--- config.mk ---
export PLATFORM = sky130hd
export DESIGN_NAME = rtc_timebase
export DESIGN_NICKNAME = d
export VERILOG_FILES = /design/src/rtl/rtc_timebase.sv
export SDC_FILE = /design/constraint.sdc
export NUM_CORES = 1
export LEC_CHECK = 0
export ABC_AREA = 1
export BUFFER_PORTS_ARGS = -buffer_cell sky130_fd_sc_hd__buf_2
export CAP_MARGIN = 0
export CORE_MARGIN = 4
export CORE_UTILIZATION = 40
export CTS_CLUSTER_SIZE = 16
export DETAILED_ROUTE_END_ITERATION = 12
export GPL_ROUTABILITY_DRIVEN = 0
export PLACE_DENSITY = 0.68
export SYNTH_ARGS = -nofsm -noshare
export SYNTH_HDL_FRONTEND = slang
export SYNTH_SLANG_ARGS = --single-unit
--- constraint.sdc ---
create_clock -name clk -period 5.7 [get_ports clk]
set_input_delay 0 -clock clk [delete_from_list [all_inputs] [get_ports clk]]
set_output_delay 0 -clock clk [all_outputs]
set_load 0.02 [all_outputs]
--- src/rtl/rtc_timebase.sv ---
module rtc_timebase #(
  parameter int PRESCALE = 128,
  parameter int FRAC_W   = 8,
  parameter int SEC_W    = 32,
  parameter int MATCH_W  = 20,
  parameter int RLD_W    = 32
) (
  input  logic               clk,
  input  logic               rst_n,
  input  logic               run_en,
  input  logic               match_en,
  input  logic               period_en,
  input  logic [MATCH_W-1:0] match_val,
  input  logic [RLD_W-1:0]   period_reload,
  input  logic               sec_load,
  input  logic [SEC_W-1:0]   sec_load_val,
  input  logic               frac_load,
  input  logic [FRAC_W-1:0]  frac_load_val,
  input  logic               match_clr,
  input  logic               period_clr,
  output logic [FRAC_W-1:0]  frac_count,
  output logic [SEC_W-1:0]   sec_count,
  output logic               match_flag,
  output logic               period_flag,
  output logic               update_pulse,
  output logic               wake_req
);
  localparam int PRE_W = (PRESCALE > 1) ? $clog2(PRESCALE) : 1;
  localparam logic [PRE_W-1:0] PRE_LAST = PRE_W'(PRESCALE - 1);

  logic [PRE_W-1:0] pre_q;
  logic [RLD_W-1:0] down_q;

  wire              load_any  = sec_load | frac_load;
  wire              tick      = run_en && !load_any && (pre_q == PRE_LAST);
  wire              carry     = tick && (frac_count == '1);
  wire [SEC_W-1:0]  sec_next  = sec_count + SEC_W'(1);
  wire              match_hit = carry && match_en && (sec_next[MATCH_W-1:0] == match_val);
  wire              down_end  = (down_q <= RLD_W'(1));
  wire              per_hit   = tick && period_en && down_end;

  always_ff @(posedge clk or negedge rst_n) begin
    if (!rst_n) begin
      pre_q        <= '0;
      frac_count   <= '0;
      sec_count    <= '0;
      down_q       <= '0;
      match_flag   <= 1'b0;
      period_flag  <= 1'b0;
      update_pulse <= 1'b0;
    end else begin
      if (load_any)
        pre_q <= '0;
      else if (run_en)
        pre_q <= (pre_q == PRE_LAST) ? '0 : pre_q + PRE_W'(1);

      if (frac_load)
        frac_count <= frac_load_val;
      else if (tick)
        frac_count <= frac_count + FRAC_W'(1);

      if (sec_load)
        sec_count <= sec_load_val;
      else if (carry)
        sec_count <= sec_next;

      if (!period_en)
        down_q <= period_reload;
      else if (tick)
        down_q <= down_end ? period_reload : down_q - RLD_W'(1);

      match_flag   <= match_hit | (match_flag & ~match_clr);
      period_flag  <= per_hit | (period_flag & ~period_clr);
      update_pulse <= tick | load_any;
    end
  end

  assign wake_req = (match_flag & match_en) | (period_flag & period_en);
endmodule

==> results.json <==
{
  "rows": 44,
  "yosys.area_share.simple_pct": 35.9,
  "synth_cells": 886,
  "num-nets-final": 1193,
  "min_period_ps": 3110,
  "start_util_pct": 41.1,
  "r2r_cells": 9,
  "multi_input_area_um2": 3340,
  "r2r-start": "pre_q[0]",
  "drive_above_1_share_pct": 17.9,
  "power.switching_uw": 578,
  "finalHoldViolations": 0,
  "hold_buffers": 66,
  "ff_latch_area_um2": 2050,
  "fin_skew_ps": 12.4,
  "numCtsBuffers": 9,
  "required_ps": 5900,
  "hold-path-cell-count": 5,
  "post_cts_buffers": 0,
  "worstSetupStartpoint": "pre_q[0]",
  "tightest_slew_ps": 927,
  "clk_pin_slew_ps": 60,
  "r2r-end": "sec_count[27]",
  "hold_path.class": "in2reg",
  "total_power_uw": 1760,
  "cts_max_path_buffers": 2,
  "cts_sinks": 82,
  "ios": 145,
  "port-buffer-count": 144,
  "diodes": 0,
  "setup_tns_ps": 0,
  "synthMuxAreaShare_pct": 0,
  "peakVddDrop_mv": 0.154,
  "crit_arrival_ps": 3300,
  "synth-compound-area-share_pct": 13.1,
  "first_pass_iters": 5,
  "coreArea_um2": 14600,
  "p_leak_uw": 0.00391,
  "worstHoldEndpoint": "down_q[19]",
  "insertion_delay_ps": 350,
  "drt.antenna.violating_nets": 0,
  "endpoint_kind": "flop",
  "rsz0062_at_grt": "false",
  "clock_power_share_pct": 35.3,
  "reg2reg_slack_ps": 2590,
  "switching_share_pct": 32.8,
  "fp.dieW_um": 130,
  "htree_levels": 3,
  "final_cell_mix": "nand2_1 (245), buf_2 (143), inv_1 (119)",
  "cts_resized": 0,
  "cp_max_fo": 25,
  "power_density_nw_per_um2": 226,
  "yosysWarningCount": 0,
  "grt_pass1_vias": 6115,
  "design.die.area_um2": 17000,
  "vias_per_cell": 5.04,
  "ys_seq_area_share_pct": 34.3,
  "grtUsageTotal_pct": 22.0,
  "final-setup-viol-count": 0,
  "pwr-share-seq_pct": 40.5,
  "cts_tree": "done",
  "syn_to_final_growth_pct": 30.2,
  "period_share_pct": 54.5,
  "worstHoldStart": "period_reload[19]",
  "comb_power_share_pct": 24.2,
  "wire_per_inst_um": 14.3,
  "synth_fa_ha_area_share_pct": 1.04,
  "syn_area_um2": 5990,
  "synth.avg_cell_area_um2": 6.76,
  "antenna_found_initial": 0,
  "drt_iter0_markers": 451,
  "internal_power_uw": 1190,
  "critPathLaunchType": "flop",
  "max-cap-violations": 0,
  "synth-xor-area-share_pct": 5.70,
  "grt-ovfl-total": 0,
  "outcome": "finished clean",
  "final_common_cell": "nand2_1",
  "cts_root_buf": "clkbuf_16",
  "ys_ff_latch": 82,
  "fmaxAchievable_mhz": 322,
  "num_vias": 6430,
  "synth_top_family_by_area": "simple AND/OR/NAND/NOR gates",
  "relSlewSlack_pct": 38.1,
  "drc": 0,
  "grt_pass1_wl_um": 29800,
  "drt-total-wl_um": 18200,
  "slew_viol_final": 0,
  "ys_types": 42,
  "die_h_um": 130,
  "dp_hpwl_um": 13400,
  "nFillCells": 1387,
  "timing_worst_setup_path_type": "reg2reg",
  "grt_max_degree": 50,
  "syn_nets": 992
}
-- per-layer routing --
metal,GRT usage [%],vias to the layer above,share of wire [%]
met1,29.8,2933,46
met3,4.58,21,6.0
met2,35.5,180,46
li1,-,3296,-
met5,0,-,0
met4,6.59,0,1.9
-- layout make-up --
| cell class | count | share of cell area [%] |
|---|---|---|
| tap | 184 | 2.95 |
| timing repair buffer | 212 | 17.9 |
| clock buffer | 12 | 3.42 |
| multi-input combinational | 659 | 42.8 |
| inverter | 123 | 5.92 |
| clock inverter | 4 | 0.626 |
| sequential | 82 | 26.3 |
-- metrics by stage --
stage | cell area (um^2) | worst slack (ps) | std cells | utilization, % | hold slack, ps
final | 7800 | 2590 | 1276 | 53.5 | 13.1
after global routing | 7800 | 2290 | 1276 | 53.5 | 28.5
after CTS | 7800 | 2590 | 1276 | 53.5 | 0.635
after detailed placement | 6820 | 2610 | 1194 | 46.8 | 8.60
after global placement | 6820 | 2770 | 1194 | 46.8 | 10.4
after floorplan | 5990 | 3780 | 886 | - | -296
-- state kept, by name, summed over array words and instances (netlist names) --
signal and flops:
sec_count 32, period_flag 1, down_q 32, update_pulse 1
pre_q 7, frac_count 8, match_flag 1
-- cell families (layout without fill, tap and decap cells) --
logic type / after synthesis / after routing
compound gates: 121 / 121
simple gates: 494 / 494
xor+xnor: 39 / 39
fa+ha+maj: 5 / 5
flops: 82 / 82
buf+inv: 145 / 351
-- worst max-delay path, cell delays in order, from the launching register on --
cell	delay [ps]
dfrtp_1	400
ha_1	230
nand3_1	150
nor2_1	80
nand2_2	220
nor2_4	110
nor2_1	690
inv_1	690
o211ai_1	270
o21ai_0	110
-- cell usage after synthesis, drive strengths merged --
master | n | area share (%)
nand2 | 251 | 16
inv | 123 | 7.7
nor2 | 120 | 8.4
dfrtp | 82 | 34
nand3 | 70 | 5.8
o21ai | 46 | 3.8
xor2 | 32 | 4.7
o211ai | 25 | 3.2
a21oi | 21 | 2.1
nand4 | 20 | 2.1
nor3 | 17 | 1.5
buf | 14 | 1.8
o221ai | 14 | 2.0
o22ai | 9 | 1.0
clkbuf | 8 | 0.50
nand3b | 7 | 0.88
xnor2 | 7 | 1.0
ha | 5 | 1.0
or2 | 4 | 0.42
and2 | 3 | 0.31
o21a | 2 | 0.25
o32ai | 2 | 0.29
a211oi | 1 | 0.13
a22o | 1 | 0.15
nor3b | 1 | 0.13
nor4 | 1 | 0.10
-- worst max-delay path by stage --
stage / to / slack [ps]
after floorplan: match_flag / 3780
after global placement: sec_count[27] / 2770
after detailed placement: sec_count[27] / 2610
after CTS: sec_count[27] / 2590
after global routing: sec_count[27] / 2290
final: sec_count[27] / 2590
-- power by group through the flow --
stage | Combinational (uW) | Clock, uW | Sequential (uW)
after global placement | 387 | 0 | 723
after global routing | 485 | 661 | 723
after floorplan | 233 | 0 | 738
final | 427 | 623 | 714
after CTS | 427 | 638 | 713
after detailed placement | 391 | 0 | 723
Power figures use the tool's default switching activity.
